--- config.mk ---
export PLATFORM = sky130hd
export DESIGN_NAME = i2c_byte_master
export DESIGN_NICKNAME = d
export VERILOG_FILES = /design/src/rtl/i2cb_pkg.sv /design/src/rtl/i2cb_sync.sv /design/src/rtl/i2cb_qtick.sv /design/src/rtl/i2cb_engine.sv /design/src/rtl/i2c_byte_master.sv
export SDC_FILE = /design/constraint.sdc
export NUM_CORES = 1
export LEC_CHECK = 0
export ABC_CLOCK_PERIOD_IN_PS = 3200
export BUFFER_PORTS_ARGS = -buffer_cell sky130_fd_sc_hd__buf_2
export CORE_MARGIN = 10
export CORE_UTILIZATION = 28
export CTS_BUF_LIST = sky130_fd_sc_hd__clkbuf_2 sky130_fd_sc_hd__clkbuf_4 sky130_fd_sc_hd__clkbuf_8
export CTS_CLUSTER_DIAMETER = 200
export DETAILED_ROUTE_END_ITERATION = 8
export PLACE_DENSITY_LB_ADDON = 0.2
export SETUP_SLACK_MARGIN = 0.1
export SYNTH_ARGS = -nofsm -noshare
export SYNTH_HDL_FRONTEND = slang
export SYNTH_HIERARCHICAL = 1
export SYNTH_SLANG_ARGS = --single-unit
--- constraint.sdc ---
create_clock -name clk -period 3.2 [get_ports clk]
set_clock_uncertainty 0.1 [all_clocks]
set_input_delay 0.16 -clock clk [delete_from_list [all_inputs] [get_ports clk]]
set_output_delay 0.16 -clock clk [all_outputs]
set_load 0.1 [all_outputs]
--- src/rtl/i2cb_pkg.sv ---
package i2cb_pkg;

   // Control register bit positions (software decodes these)
   localparam int CB_DIR   = 0;
   localparam int CB_START = 1;
   localparam int CB_STOP  = 2;
   localparam int CB_STAT  = 4;
   localparam int CB_ACK   = 5;
   localparam int CB_GO    = 7;

   localparam int BYTE_W   = 8;
   localparam int SLOT_CNT = BYTE_W + 1;   // data bits plus acknowledge slot

   typedef enum logic [2:0] {
      ENG_IDLE,
      ENG_START,
      ENG_BIT,
      ENG_STOP,
      ENG_TAIL
   } eng_st_t;

   typedef struct packed {
      logic ack;
      logic stop;
      logic start;
      logic dir;
   } cmd_t;

endpackage

--- src/rtl/i2cb_sync.sv ---
module i2cb_sync #(
   parameter int STAGES = 2
) (
   input  logic clk,
   input  logic rst_n,
   input  logic d,
   output logic q
);

   if (STAGES < 0 || STAGES > 4) begin : g_bad_stages
      $error("i2cb_sync: STAGES must be 0..4");
   end

   if (STAGES == 0) begin : g_pass
      assign q = d;
   end else if (STAGES == 1) begin : g_one
      logic r;
      always_ff @(posedge clk or negedge rst_n) begin
         if (!rst_n) r <= 1'b1;
         else        r <= d;
      end
      assign q = r;
   end else begin : g_chain
      logic [STAGES-1:0] r;
      always_ff @(posedge clk or negedge rst_n) begin
         if (!rst_n) r <= '1;
         else        r <= {r[STAGES-2:0], d};
      end
      assign q = r[STAGES-1];
   end

endmodule

--- src/rtl/i2cb_qtick.sv ---
module i2cb_qtick #(
   parameter int QDIV = 8
) (
   input  logic clk,
   input  logic rst_n,
   input  logic en,
   input  logic hold,
   output logic tick
);

   localparam int CW = (QDIV <= 2) ? 1 : $clog2(QDIV);
   localparam logic [CW-1:0] LAST = CW'(QDIV - 1);

   if (QDIV < 2) begin : g_bad_div
      $error("i2cb_qtick: QDIV must be at least 2");
   end

   logic [CW-1:0] cnt;

   always_ff @(posedge clk or negedge rst_n) begin
      if (!rst_n)           cnt <= '0;
      else if (!en)         cnt <= '0;
      else if (!hold)       cnt <= (cnt == LAST) ? '0 : cnt + 1'b1;
   end

   assign tick = en && !hold && (cnt == LAST);

   AST_HOLD_FREEZES: assert property (@(posedge clk) disable iff (!rst_n)
      (en && hold) |=> $stable(cnt));

endmodule

--- src/rtl/i2cb_engine.sv ---
module i2cb_engine
   import i2cb_pkg::*;
(
   input  logic        clk,
   input  logic        rst_n,
   input  logic        tick,
   input  logic        go,
   input  cmd_t        cmd_in,
   input  logic [7:0]  tx_byte,
   input  logic        sda_s,
   output logic        scl_oe,
   output logic        sda_oe,
   output logic        busy,
   output logic        done,
   output logic        ack_lvl,
   output logic [7:0]  rx_byte
);

   localparam logic [3:0] ACK_SLOT = 4'(SLOT_CNT - 1);

   eng_st_t     st;
   logic [1:0]  q;
   logic [3:0]  bitcnt;
   logic        c_dir, c_stop, c_ack;
   logic [7:0]  sh;
   logic        bit_drive;

   always_comb begin
      if (bitcnt < ACK_SLOT) bit_drive = !c_dir && !sh[7];
      else                   bit_drive = c_dir && c_ack;
   end

   assign busy    = (st != ENG_IDLE);
   assign done    = tick && (q == 2'd3) && ((st == ENG_STOP) || (st == ENG_TAIL));
   assign rx_byte = sh;

   always_ff @(posedge clk or negedge rst_n) begin
      if (!rst_n) begin
         st      <= ENG_IDLE;
         q       <= '0;
         bitcnt  <= '0;
         c_dir   <= 1'b0;
         c_stop  <= 1'b0;
         c_ack   <= 1'b0;
         sh      <= '0;
         scl_oe  <= 1'b0;
         sda_oe  <= 1'b0;
         ack_lvl <= 1'b0;
      end else if (st == ENG_IDLE) begin
         if (go) begin
            c_dir  <= cmd_in.dir;
            c_stop <= cmd_in.stop;
            c_ack  <= cmd_in.ack;
            sh     <= tx_byte;
            q      <= '0;
            bitcnt <= '0;
            st     <= cmd_in.start ? ENG_START : ENG_BIT;
         end
      end else if (tick) begin
         q <= q + 2'd1;
         unique case (st)
            ENG_START: begin
               unique case (q)
                  2'd0: sda_oe <= 1'b0;            // release SDA (SCL low or idle)
                  2'd1: scl_oe <= 1'b0;            // release SCL
                  2'd2: sda_oe <= 1'b1;            // START: SDA falls, SCL high
                  default: begin
                     scl_oe <= 1'b1;
                     st     <= ENG_BIT;
                  end
               endcase
            end
            ENG_BIT: begin
               unique case (q)
                  2'd0: scl_oe <= 1'b1;
                  2'd1: sda_oe <= bit_drive;
                  2'd2: scl_oe <= 1'b0;
                  default: begin
                     if (bitcnt == ACK_SLOT) begin
                        ack_lvl <= sda_s;
                        bitcnt  <= '0;
                        st      <= c_stop ? ENG_STOP : ENG_TAIL;
                     end else begin
                        sh     <= {sh[6:0], sda_s};
                        bitcnt <= bitcnt + 4'd1;
                     end
                  end
               endcase
            end
            ENG_STOP: begin
               unique case (q)
                  2'd0: scl_oe <= 1'b1;
                  2'd1: sda_oe <= 1'b1;
                  2'd2: scl_oe <= 1'b0;
                  default: begin
                     sda_oe <= 1'b0;               // STOP: SDA rises, SCL high
                     st     <= ENG_IDLE;
                  end
               endcase
            end
            ENG_TAIL: begin
               unique case (q)
                  2'd0: scl_oe <= 1'b1;
                  2'd1: sda_oe <= 1'b0;
                  2'd2: ;
                  default: st <= ENG_IDLE;
               endcase
            end
            default: st <= ENG_IDLE;
         endcase
      end
   end

   AST_SDA_MOVES_SCL_LOW: assert property (@(posedge clk) disable iff (!rst_n)
      (!$stable(sda_oe) && !$past(scl_oe)) |->
         (($rose(sda_oe) && $past(st) == ENG_START) ||
          ($fell(sda_oe) && $past(st) == ENG_STOP)));

   AST_SLOT_BOUNDED: assert property (@(posedge clk) disable iff (!rst_n)
      (bitcnt <= ACK_SLOT));

   AST_IDLE_NO_CHANGE: assert property (@(posedge clk) disable iff (!rst_n)
      ($past(st) == ENG_IDLE && st == ENG_IDLE) |-> ($stable(scl_oe) && $stable(sda_oe)));

endmodule

--- src/rtl/i2c_byte_master.sv ---
module i2c_byte_master
   import i2cb_pkg::*;
#(
   parameter int QDIV        = 8,
   parameter int SYNC_STAGES = 2
) (
   input  logic       clk,
   input  logic       rst_n,
   input  logic       wr_en,
   input  logic       addr,
   input  logic [7:0] wdata,
   output logic [7:0] rdata,
   output logic       scl_oe,
   input  logic       scl_in,
   output logic       sda_oe,
   input  logic       sda_in
);

   logic       scl_s, sda_s;
   logic       busy, eng_done, eng_ack, tick, hold, go;
   logic [7:0] data_q, rx_byte;
   cmd_t       cmd_q, cmd_new;

   i2cb_sync #(.STAGES(SYNC_STAGES)) u_sync_scl (
      .clk(clk), .rst_n(rst_n), .d(scl_in), .q(scl_s));

   i2cb_sync #(.STAGES(SYNC_STAGES)) u_sync_sda (
      .clk(clk), .rst_n(rst_n), .d(sda_in), .q(sda_s));

   assign hold = busy && !scl_oe && !scl_s;

   i2cb_qtick #(.QDIV(QDIV)) u_qtick (
      .clk(clk), .rst_n(rst_n), .en(busy), .hold(hold), .tick(tick));

   always_comb begin
      cmd_new.ack   = wdata[CB_ACK];
      cmd_new.stop  = wdata[CB_STOP];
      cmd_new.start = wdata[CB_START];
      cmd_new.dir   = wdata[CB_DIR];
   end

   assign go = wr_en && addr && wdata[CB_GO] && !busy;

   i2cb_engine u_engine (
      .clk(clk), .rst_n(rst_n), .tick(tick), .go(go), .cmd_in(cmd_new),
      .tx_byte(data_q), .sda_s(sda_s), .scl_oe(scl_oe), .sda_oe(sda_oe),
      .busy(busy), .done(eng_done), .ack_lvl(eng_ack), .rx_byte(rx_byte));

   always_ff @(posedge clk or negedge rst_n) begin
      if (!rst_n) begin
         data_q <= '0;
         cmd_q  <= '0;
      end else begin
         if (eng_done && cmd_q.dir)          data_q <= rx_byte;
         else if (wr_en && !addr && !busy)   data_q <= wdata;
         if (go)                             cmd_q  <= cmd_new;
      end
   end

   always_comb begin
      if (addr) begin
         rdata          = '0;
         rdata[CB_GO]   = busy;
         rdata[CB_ACK]  = cmd_q.ack;
         rdata[CB_STAT] = eng_ack;
         rdata[CB_STOP] = cmd_q.stop;
         rdata[CB_START]= cmd_q.start;
         rdata[CB_DIR]  = cmd_q.dir;
      end else begin
         rdata = data_q;
      end
   end

   AST_BUSY_WRITE_IGNORED: assert property (@(posedge clk) disable iff (!rst_n)
      (wr_en && busy) |=> $stable(cmd_q));

   AST_STATUS_WHILE_BUSY: assert property (@(posedge clk) disable iff (!rst_n)
      !$stable(eng_ack) |-> $past(busy));

   AST_DONE_CLEARS_BUSY: assert property (@(posedge clk) disable iff (!rst_n)
      eng_done |=> !busy);

   AST_GO_SETS_BUSY: assert property (@(posedge clk) disable iff (!rst_n)
      go |=> busy);

endmodule

# Word-level counts from Yosys, hierarchy flattened
# Cells that the tools add are included.
word_totals:
  register_bits: 42
  input_bits: 14
  word_cells: 131
op_classes:
  n_addsub: 3
  n_lt_le_gt_ge: 1
  n_eq_ne: 24
  mux: 41
  bitwise_logic: 2
  reduce_logical: 42
op_table:
  columns: ["cell", "count"]
  rows:
  - ["$mux W8", 9]
  - ["$mux W3", 11]
  - ["$mux W4", 6]
  - ["$logic_and A1 B1 Y1", 14]
  - ["$ne A2 B2 Y1 const B", 6]
  - ["$reduce_and A6 Y1", 2]
  - ["$reduce_and A5 Y1", 2]
  - ["$ne A3 B1 Y1 const B", 3]
  - ["$ne A3 B2 Y1 const B", 3]
  - ["$pmux W3 S3", 1]
  - ["$mux W2", 4]
  - ["$pmux W1 S2", 4]
  - ["$logic_not A1 Y1", 7]
  - ["$reduce_and A7 Y1", 1]
  - ["$eq A3 B2 Y1 const B", 2]
  - ["$eq A3 B3 Y1 const B", 2]
  - ["$ne A2 B1 Y1 const B", 3]
  - ["$reduce_bool A2 Y1", 3]
  - ["$reduce_bool A3 Y1", 2]
  - ["$reduce_or A2 Y1", 3]
  - ["$add A4 B1 Y4 const B", 1]
  - ["$eq A2 B2 Y1 const B", 2]
  - ["$eq A4 B4 Y1 const B", 1]
  - ["$lt A4 B4 Y1 const B", 1]
  - ["15 further kinds", 20]

# Depth between registers and ports, before layout
# Gate-level depths: netlist of the first run.
depth:
  ltp_word: 10
  mapped_depth: 10
  depth_no_buf: 8

# Cells and area by module
# The synthesis of the first run kept the hierarchy.
by_module_without_submodules:
  columns: ["mod", "instances", "cells_per_inst", "area_per_inst_um2"]
  rows:
  - ["i2cb_engine", 1, 142, 1376.3]
  - ["i2c_byte_master", 1, 48, 701.9]
  - ["i2cb_qtick", 1, 14, 160.2]
  - ["i2cb_sync", 2, 2, 52.6]

# Worst setup path after synthesis of the first run
# No wires, ideal clock.
synth_path:
  kind: "reg2reg"
  startpoint: "register u_engine.st[2]"
  endpoint: "register data_q[0]"
  setup_ns: 0.125
  arrival_ns: 2.518
  slack_ns: 0.457
  stages_incl_launch_ff: 11
  synth_period_minus_slack_ns: 2.743
  path_cell_list: "dfrtp_1 nor3_1 buf_4 inv_1 nor3b_1 nor2_1 and3_1 nand2_2 o31a_1 buf_6 mux2_4"
synth_between:
  elab_chain_cells: 10
  elab_cells_between_ends: 16
synth_rtl:
  columns: ["element", "line", "text"]
  rows:
  - ["start, declared", "i2cb_engine.sv:21", "eng_st_t st;"]
  - ["start signal, assigned", "i2cb_engine.sv:57", "st <= cmd_in.start ? ENG_START : ENG_BIT;"]
  - ["start signal, assigned", "i2cb_engine.sv:82", "st <= c_stop ? ENG_STOP : ENG_TAIL;"]
  - ["$reduce_bool A3 Y1 *", "i2cb_engine.sv:33", "assign busy = (st != ENG_IDLE);"]
  - ["named net busy", "i2c_byte_master.sv:20", "logic busy, eng_done, eng_ack, tick, hold, go;"]
  - ["$logic_and A1 B1 Y1 * (2 in a row)", "i2c_byte_master.sv:30", "assign hold = busy && !scl_oe && !scl_s;"]
  - ["named net hold", "i2c_byte_master.sv:20", null]
  - ["$logic_not A1 Y1 *", null, null]
  - ["$logic_and A1 B1 Y1 * (2 in a row)", "i2cb_qtick.sv:26", "assign tick = en && !hold && (cnt == LAST);"]
  - ["named net tick", "i2c_byte_master.sv:20", null]
  - ["$logic_and A1 B1 Y1 * (2 in a row)", "i2cb_engine.sv:34", "assign done = tick && (q == 2'd3) && ((st == ENG_STOP) || (st == ENG_TAIL));"]
  - ["named net eng_done", "i2c_byte_master.sv:20", null]
  - ["$logic_and A1 B1 Y1 *", "i2c_byte_master.sv:54", "if (eng_done && cmd_q.dir) data_q <= rx_byte;"]
  - ["$mux W8 or $reduce_bool A2 Y1 (tied branches)", null, null]
  - ["end signal, assigned", "i2c_byte_master.sv:54", null]
  - ["end signal, assigned", "i2c_byte_master.sv:55", "else if (wr_en && !addr && !busy) data_q <= wdata;"]
  - ["end, declared", "i2c_byte_master.sv:21", "logic [7:0] data_q, rx_byte;"]
# The timed path passes the listed nets; every way through them passes the cells marked *.
# A chain may end at the register's enable or synchronous reset.

# Worst setup path after layout of the first run
layout_path:
  startpoint: "register u_engine.st[2]"
  endpoint: "register data_q[4]"
# The elaborated chain is that of the path after synthesis.

==> results of run 1 <==
-- how the worst min path moves through the flow --
stage | startpoint | end | slack, ns | depth (start not counted)
after floorplan | rst_n | cmd_q[0]$_DFFE_PN0P_ | -0.24 | 0
after global placement | sda_in | u_sync_sda/g_chain.r[0]$_DFF_PN1_ | 0.17 | 1
after detailed placement | sda_in | u_sync_sda/g_chain.r[0]$_DFF_PN1_ | 0.17 | 1
after CTS | wdata[0] | u_engine/c_dir$_DFFE_PN0P_ | 0.03 | 2
after global routing | wdata[0] | u_engine/c_dir$_DFFE_PN0P_ | 0.03 | 2
final | wdata[0] | u_engine/c_dir$_DFFE_PN0P_ | 0.04 | 2
-- area by class of cell --
class,count,area share
clock buffers,6,0.0278
clock inverters,2,0.0137
inverters,9,0.0123
multi-input cells,149,0.438
flip-flops and latches,42,0.385
well taps,105,0.0479
repair buffers,34,0.0748
-- power by group --
| part | total, W | switching [W] | internal, W |
|---|---|---|---|
| clock | 0.000434 | 0.000193 | 0.000242 |
| sequential | 0.000824 | 0.000131 | 0.000693 |
| combinational | 0.00122 | 0.000782 | 0.000436 |
| total | 0.00248 | 0.00111 | 0.00137 |
-- cell families after synthesis --
logic type / synth area share
xor gates and xnor gates: 0.00374
adders and majority gates: 0.0481
buffers and inverters: 0.0384
muxes: 0.216
DFF: 0.451
AOI/OAI and AO/OA: 0.112
and+or+nand+nor: 0.132
-- registers in the layout, summed over array words and instances (netlist names) --
signal,count
cmd_q,4
data_q,8
u_engine/ack_lvl,1
u_engine/bitcnt,4
u_engine/c_ack,1
u_engine/c_dir,1
u_engine/c_stop,1
u_engine/q,2
u_engine/rx_byte,8
u_engine/scl_oe,1
u_engine/sda_oe,1
u_engine/st,3
u_qtick/cnt,3
u_sync_scl/g_chain.r,2
u_sync_sda/g_chain.r,2
-- worst reg2reg max path: stages (launching register included) --
cell and delay [ns]:
dfrtp_1 0.36, nor3_2 0.06, inv_1 0.19, nor3b_1 0.27
nor2_1 0.08, buf_4 0.16, and3_1 0.17, nand2_2 0.21
o31a_1 0.55, mux2_4 0.35
-- cells in the final DEF (no fill, tap or decap), drive strengths merged, types with 2 or more instances in the layout --
| cell | n |
|---|---|
| and3 | 2 |
| mux2i | 10 |
| nand4b | 2 |
| and2b | 2 |
| o32ai | 2 |
| a31oi | 2 |
| buf | 31 |
| o21ai | 23 |
| nand3 | 3 |
| nor2b | 4 |
| clkbuf | 6 |
| nor3 | 3 |
| nand2 | 22 |
| ha | 9 |
| dlygate4sd3 | 3 |
| nand2b | 2 |
| o21a | 2 |
| nor2 | 7 |
| inv | 9 |
| dfstp | 4 |
| mux2 | 33 |
| dfrtp | 38 |
-- metrics by stage --
step / area, um^2 / setup slack [ns] / cells / util / hold WS (ns)
floorplan: 2340 / 0.457 / 208 / - / -0.236
global placement: 2600 / 0.599 / 336 / 0.318 / 0.167
detailed placement: 2600 / 0.558 / 336 / 0.318 / 0.167
CTS: 2740 / 0.548 / 347 / 0.335 / 0.0336
global route: 2740 / 0.418 / 347 / 0.335 / 0.0325
finish: 2740 / 0.589 / 347 / 0.335 / 0.0440
-- metal layers --
| layer | GRT usage | up-vias | part of all wire |
|---|---|---|---|
| met5 | 0 | - | 0 |
| met4 | 0.0257 | 0 | 0.0072 |
| li1 | - | 813 | - |
| met3 | 0.0306 | 5 | 0.052 |
| met2 | 0.132 | 29 | 0.45 |
| met1 | 0.117 | 805 | 0.49 |
-- timing repair --
item	CTS	global route
hold endpoints to repair	40	0
setup buffers	0	0
resized for setup	0	0
hold buffers	3	0
==> impl_metrics.ini, run 1 <==
[run_status]
status = complete, no violations

[critical_path]
path_depth = 9
cp-startpoint = u_engine/st[2]$_DFFE_PN0P_
worst-path-buf-inv = 2
critPathRequiredTime_ns = 3.29
cpPeakStageDelay_ns = 0.55
rrSetupSlack_ns = 0.59
crit_chain = nor3_2 > inv_1 > nor3b_1 > nor2_1 > buf_4 > and3_1 > nand2_2 > o31a_1 > mux2_4
cp-start-kind = register
reg2reg_from = u_engine/st[2]$_DFFE_PN0P_
r2r_end = data_q[4]$_DFFE_PN0P_
cp.arrival_ns = 2.70
critPathCapture = data_q[4]$_DFFE_PN0P_
end_kind = register
cp_slowest_cell = o31a_1
r2r_cells = 9
crit_family = simple AND/OR/NAND/NOR gates
crit_fanout = 9
critical_path_class = register to register

[grt]
grt_use_total = 0.0882
grt_pass1_wl_um = 9110
grt_pass1_vias = 1751
grt_overflow = 0
antenna_found_initial = 0
grt_max_degree = 43

[synth]
yosys.area.top_type_share = 0.406
synthArstFlopShare = 1.00
synth.avg_cell_area_um2 = 11.3
ys.flop_type = dfrtp_1
synth_area_um2 = 2340
synth_top_cells_by_area = dfrtp_1, mux2_2, mux2_4
ys_seq_area_frac = 0.451
synthDistinctLibCells = 46
synth_common_cells = dfrtp_1, mux2_2, o21ai_0, nand2_1, mux2i_1
synth_edf_count = 0
syn_inst = 208
ys_ff_latch = 42
yosysWarnings = 6
synth_area_leader_cell = dfrtp_1
synth_nets = 231
yosysMostFrequentCell = dfrtp_1

[sta]
max_freq_mhz = 383
finalHoldViolCount = 0
tns_ns = 0
rsz0062_at_grt = no
finalCritPeriodShare = 0.816
slew_viol_final = 0
maxSlewHeadroom = 0.354
period_needed_ns = 2.61
setup_violations = 0
worst_pin_slew_ns = 0.969

[place]
gp_congestion = 0.780
dp_hpwl_um = 3860
numPortBuffers = 23

[finish]
fin_nets = 264
ff_latch_area_um2 = 1060
multi_input_area_um2 = 1200
drive_gt1_frac = 0.347
fillerInstances = 819
antennaDiodeCount = 0
area_delta_synth_final_pct = 17.0

[clocking]
cts_max_level = 2
cts_tree = done
cts.clk_slew.worst_paths_ns = 0.09
cts_sinks = 42
cts_buffers = 5
clockBufferDepth = 2
cts-root-buf = clkbuf_8
insertion_delay_ns = 0.29

[floorplan]
top_level_ports = 24
die_area_um2 = 12400
start_util = 0.287
fp-row-count = 33
die_w_um = 111
coreArea_um2 = 8180
die_h_um = 111

[detailed_routing]
vias = 1652
drtAntennaViolNets = 0
first_pass_iters = 4
drt-wirelength-per-cell_um = 15.3
drc = 0
drt_wl_total_um = 5300
drtIter0Drc = 46
vias_per_cell = 4.76

[pwr]
finalPower_w = 0.00248
leakage_nw = 1.28
p_per_area_nw_per_um2 = 903
vdd_drop_max_uv = 431

[min_path]
hold_class = input pin to register

[flow_run]
max_cap_violations = 0
Note: power is estimated with default switching activity, not from simulation.
==> inputs of run 2 (changes only) <==
--- a/config.mk
+++ b/config.mk
@@ -5,7 +5,7 @@
 export SDC_FILE = /design/constraint.sdc
 export NUM_CORES = 1
 export LEC_CHECK = 0
-export ABC_CLOCK_PERIOD_IN_PS = 3200
+export ABC_CLOCK_PERIOD_IN_PS = 2600
 export BUFFER_PORTS_ARGS = -buffer_cell sky130_fd_sc_hd__buf_2
 export CORE_MARGIN = 10
 export CORE_UTILIZATION = 28
==> constraint.sdc (replaced) <==
create_clock -name clk -period 2.6 [get_ports clk]
set_clock_uncertainty 0.1 [all_clocks]
set_input_delay 0.13 -clock clk [delete_from_list [all_inputs] [get_ports clk]]
set_output_delay 0.13 -clock clk [all_outputs]
set_load 0.1 [all_outputs]
==> run 2 against run 1 <==
Combinational power increased by 23%; flip-flop and latch count unchanged; global-route usage rose by 0.20 points; critical endpoint is now data_q[6]$_DFFE_PN0P_; largest power group unchanged.
==> impl_metrics.ini, run 2 (synthesis results as in run 1) <==
[floorplan]
coreArea_um2 = 8180
die_h_um = 111
die_w_um = 111
top_level_ports = 24
die_area_um2 = 12400
fp-row-count = 33
start_util = 0.287

[sta]
period_needed_ns = 2.29
finalHoldViolCount = 0
maxSlewHeadroom = 0.354
finalCritPeriodShare = 0.881
max_freq_mhz = 436
slew_viol_final = 0
worst_pin_slew_ns = 0.970
tns_ns = 0
whs_ns = 0.00838
setup_violations = 0
rsz0062_at_grt = no

[critical_path]
end_kind = register
reg2reg_from = u_engine/st[2]$_DFFE_PN0P_
critPathRequiredTime_ns = 2.68
r2r_cells = 10
cp-start-kind = register
cp.arrival_ns = 2.38
r2r_end = data_q[6]$_DFFE_PN0P_
critical_path_class = register to register
rrSetupSlack_ns = 0.31
crit_fanout = 11

[finish]
final_cell_mix = dfrtp_1, mux2_2, buf_2, o21ai_0, nand2_1
area_delta_synth_final_pct = 18.6
antennaDiodeCount = 0
fin_nets = 270
fin_util = 0.340
instances_no_fill = 353
layout_commonest_cell = dfrtp_1
drive_gt1_frac = 0.359
fillerInstances = 837

[clocking]
cts-root-buf = clkbuf_8
insertion_delay_ns = 0.31
cts_resized = 0
cts_max_level = 2
cts_buffers = 5
cts_setup_buffers = 0
cts.clk_slew.worst_paths_ns = 0.09
cts_sinks = 42
cts_tree = done
clockBufferDepth = 2

[detailed_routing]
first_pass_iters = 4
vias_per_cell = 4.72
drtAntennaViolNets = 0
drtIter0Drc = 42
drc = 0
drt-wirelength-per-cell_um = 15.5
vias = 1666
drt_wl_total_um = 5460

[grt]
grt_pass1_wl_um = 9290
grt_overflow = 0
use_met1 = 0.114
use_met3 = 0.0263
grt_max_degree = 43
grt_use_total = 0.0902
grt-busiest-layer = met2
met2_usage = 0.144
antenna_found_initial = 0
grt_pass1_vias = 1798

[flow_run]
max_cap_violations = 0

[pwr]
p_per_area_nw_per_um2 = 1060
seq_power_share = 0.343
leakage_nw = 1.30
internal_power_w = 0.00158
pwr-share-clk = 0.148
p_switching_w = 0.00137
power_frac_comb = 0.508
vdd_drop_max_uv = 530
switching_share = 0.464

[min_path]
hold_class = input pin to register
min_from = wdata[2]
holdPathEnd = u_engine/c_stop$_DFFE_PN0P_
min_path_cells = 2

[place]
numPortBuffers = 23
placed_cells = 339
gp_congestion = 0.736
dp_hpwl_um = 3830

[run_status]
status = complete, no violations
[run 2: per-layer routing]
layer  vias to the layer above  routed length, um  share of wire
li1                        821                  -              -
met1                       816               2730           0.50
met2                        23               2510           0.46
met3                         6                166          0.030
met4                         0                 57          0.010
met5                         -                  0              0
[run 2: worst max-delay path: stages, from the launching register on]
cell and delay, ns:
dfrtp_1 0.39, nor3_2 0.20, inv_1 0.07, buf_4 0.17
nand2_1 0.08, nor2_2 0.05, and3_1 0.18, nand2_2 0.22
o31a_1 0.18, buf_4 0.21, mux2_4 0.31
[run 2: what timing repair did]
item | 4_1_cts | 5_1_grt
endpoints found under the hold margin | 44 | 0
hold buffers | 6 | 0
endpoints found under the setup margin | 0 | 0
[run 2: metrics by stage]
step / instance area, um^2 / setup slack (ns) / power (W)
after floorplan: 2350 / 0.105 / 0.00220
after global placement: 2630 / 0.300 / 0.00252
after detailed placement: 2630 / 0.313 / 0.00253
after CTS: 2780 / 0.280 / 0.00299
after global routing: 2780 / 0.144 / 0.00317
final: 2780 / 0.309 / 0.00295
[run 2: power by group through the flow]
| stage | Combinational, W | Sequential [W] | Clock, W |
|---|---|---|---|
| after floorplan | 0.00113 | 0.00108 | 0 |
| after global placement | 0.00150 | 0.00103 | 0 |
| after detailed placement | 0.00150 | 0.00103 | 0 |
| after CTS | 0.00152 | 0.00102 | 0.000463 |
| after global routing | 0.00163 | 0.00105 | 0.000487 |
| final | 0.00150 | 0.00101 | 0.000438 |
[run 2: worst max-delay path by stage]
stage / depth (start not counted) / from / end
floorplan: 10 / u_engine/st[2]$_DFFE_PN0P_ / data_q[0]$_DFFE_PN0P_
global placement: 10 / u_engine/st[2]$_DFFE_PN0P_ / data_q[7]$_DFFE_PN0P_
detailed placement: 10 / u_engine/st[2]$_DFFE_PN0P_ / data_q[7]$_DFFE_PN0P_
CTS: 10 / u_engine/st[2]$_DFFE_PN0P_ / data_q[6]$_DFFE_PN0P_
global route: 9 / u_engine/st[0]$_DFFE_PN0P_ / data_q[6]$_DFFE_PN0P_
finish: 10 / u_engine/st[2]$_DFFE_PN0P_ / data_q[6]$_DFFE_PN0P_
[run 2: area by class of cell]
class / count / area [um^2] / share of cell area
multi-input cells: 149 / 1210 / 0.435
flip-flops and latches: 42 / 1060 / 0.380
repair buffers: 40 / 258 / 0.0928
well taps: 105 / 131 / 0.0473
clock buffers: 5 / 68.8 / 0.0248
inverters: 9 / 33.8 / 0.0122
clock inverters: 3 / 21.3 / 0.00765
==> inputs of run 3 (changes only) <==
--- a/config.mk
+++ b/config.mk
@@ -7,6 +7,8 @@
 export LEC_CHECK = 0
 export ABC_CLOCK_PERIOD_IN_PS = 2600
 export BUFFER_PORTS_ARGS = -buffer_cell sky130_fd_sc_hd__buf_2
+export CELL_PAD_IN_SITES_DETAIL_PLACEMENT = 0
+export CELL_PAD_IN_SITES_GLOBAL_PLACEMENT = 2
 export CORE_MARGIN = 10
 export CORE_UTILIZATION = 28
 export CTS_BUF_LIST = sky130_fd_sc_hd__clkbuf_2 sky130_fd_sc_hd__clkbuf_4 sky130_fd_sc_hd__clkbuf_8
==> run 3 against run 2 <==
Routed wire length grew 4.7%; maximum frequency shrank 2.8%; register-to-register slack lost 0.07 ns; count of clock-buffer cells in the layout grew 2; die area is the same; hold slack gained 0.0067 ns.
==> impl_metrics.ini, run 3 (synthesis results as in run 1) <==
[clocking]
cts_buffers = 5
cts.clk_slew.worst_paths_ns = 0.08
cts_tree = done
cts_max_level = 2
cts-root-buf = clkbuf_8
cts_sinks = 42
clockBufferDepth = 2
insertion_delay_ns = 0.30
cts_setup_buffers = 0

[min_path]
min_from = wdata[0]
min_path_cells = 2
holdPathEnd = cmd_q[0]$_DFFE_PN0P_
hold_class = input pin to register

[pwr]
pwr-share-clk = 0.181
internal_power_w = 0.00172
vdd_drop_max_uv = 410
power_frac_comb = 0.490
p_switching_w = 0.00138
seq_power_share = 0.330
leakage_nw = 1.31
switching_share = 0.445
p_per_area_nw_per_um2 = 1110

[finish]
antennaDiodeCount = 0
fin_nets = 269
area_delta_synth_final_pct = 19.6
layout_commonest_cell = dfrtp_1
final_cell_mix = dfrtp_1, mux2_2, buf_2, o21ai_0, nand2_1
drive_gt1_frac = 0.364

[sta]
period_needed_ns = 2.36
finalHoldViolCount = 0
worst_pin_slew_ns = 0.980
slew_viol_final = 0
setup_violations = 0
tns_ns = 0
maxSlewHeadroom = 0.347
max_freq_mhz = 424
finalCritPeriodShare = 0.906
whs_ns = 0.0150
rsz0062_at_grt = no

[grt]
grt_max_degree = 43
grt_pass1_wl_um = 9410
antenna_found_initial = 0
grt_overflow = 0
grt_use_total = 0.0917
grt_pass1_vias = 1758

[detailed_routing]
vias_per_cell = 4.77
drc = 0
drtIter0Drc = 71
drtAntennaViolNets = 0
drt_wl_total_um = 5720
vias = 1678
first_pass_iters = 4
drt-wirelength-per-cell_um = 16.2

[critical_path]
worst-path-buf-inv = 2
cp-start-kind = register
cpPeakStageDelay_ns = 0.37
crit_family = compound AO/OA/AOI/OAI gates
r2r_cells = 9
cp.arrival_ns = 2.44
critical_path_class = register to register
cp_slowest_cell = dfrtp_1
reg2reg_from = u_engine/st[2]$_DFFE_PN0P_
r2r_end = u_engine/st[2]$_DFFE_PN0P_
rrSetupSlack_ns = 0.24
critPathRequiredTime_ns = 2.69
end_kind = register
crit_chain = nor3_2 > inv_1 > nor3b_4 > nor2_2 > buf_4 > o21a_1 > a311oi_1 > o21bai_4 > mux2_4
crit_fanout = 7

[floorplan]
die_w_um = 111
fp-row-count = 33
coreArea_um2 = 8180
start_util = 0.287
die_area_um2 = 12400
die_h_um = 111
top_level_ports = 24

[flow_run]
max_cap_violations = 0

[place]
dp_hpwl_um = 4120
numPortBuffers = 23
gp_congestion = 0.709

[run_status]
status = complete, no violations
## run 3: cell count changes in the layout (fill, tap and decap cells not counted), sizes merged
cell         delta
buf             +1
bufinv          +1
clkbuf          +2
clkinv          -2
clkinvlp        -1
dlygate4sd3     -2
## run 3: worst max-delay path by stage
stage	start	depth (start not counted)	end
global placement	u_engine/st[2]$_DFFE_PN0P_	9	data_q[4]$_DFFE_PN0P_
detailed placement	u_engine/st[2]$_DFFE_PN0P_	9	data_q[7]$_DFFE_PN0P_
floorplan	u_engine/st[2]$_DFFE_PN0P_	10	data_q[0]$_DFFE_PN0P_
CTS	u_engine/st[2]$_DFFE_PN0P_	9	u_engine/st[2]$_DFFE_PN0P_
global route	u_engine/st[0]$_DFFE_PN0P_	9	u_engine/st[2]$_DFFE_PN0P_
finish	u_engine/st[2]$_DFFE_PN0P_	9	u_engine/st[2]$_DFFE_PN0P_
## run 3: final cells by class
cell class,count,area (um^2)
inverter,9,33.8
sequential,42,1060
timing repair buffer,39,245
multi-input combinational,149,1220
clock inverter,1,30.0
tap,105,131
fill,839,5370
clock buffer,7,90.1
## run 3: worst reg2reg max path: stages (launching register included)
cell,delay (ns)
dfrtp_1,0.37
nor3_2,0.06
inv_1,0.17
nor3b_4,0.36
nor2_2,0.07
buf_4,0.16
o21a_1,0.10
a311oi_1,0.34
o21bai_4,0.21
mux2_4,0.31
## run 3: power by group through the flow
stage / Combinational, W / Sequential, W / Clock (W)
6_report: 0.00152 / 0.00102 / 0.000560
3_3_place_gp: 0.00153 / 0.00104 / 0
4_1_cts: 0.00153 / 0.00102 / 0.000585
5_1_grt: 0.00164 / 0.00105 / 0.000614
2_1_floorplan: 0.00113 / 0.00108 / 0
3_5_place_dp: 0.00152 / 0.00103 / 0
## run 3: repair_timing
action                                  in CTS  in global routing
hold buffers                                 3                  1
gates resized for setup                      0                  1
endpoints found under the setup margin       0                  6
endpoints found under the hold margin       40                  2
## run 3: metrics by stage
stage	util	std cells	area [um^2]	setup slack, ns	power (W)
6_report	0.343	352	2800	0.244	0.00310
5_1_grt	0.343	352	2800	0.129	0.00331
4_1_cts	0.341	351	2790	0.173	0.00314
3_5_place_dp	0.322	340	2640	0.217	0.00256
3_3_place_gp	0.322	340	2640	0.250	0.00257
2_1_floorplan	-	208	2350	0.105	0.00220
## run 3: per-layer routing
metal	wire, um	GRT usage	vias up
li1	-	-	817
met1	2830	0.119	829
met2	2660	0.147	27
met3	180	0.0209	5
met4	56	0.0283	0
met5	0	0	-
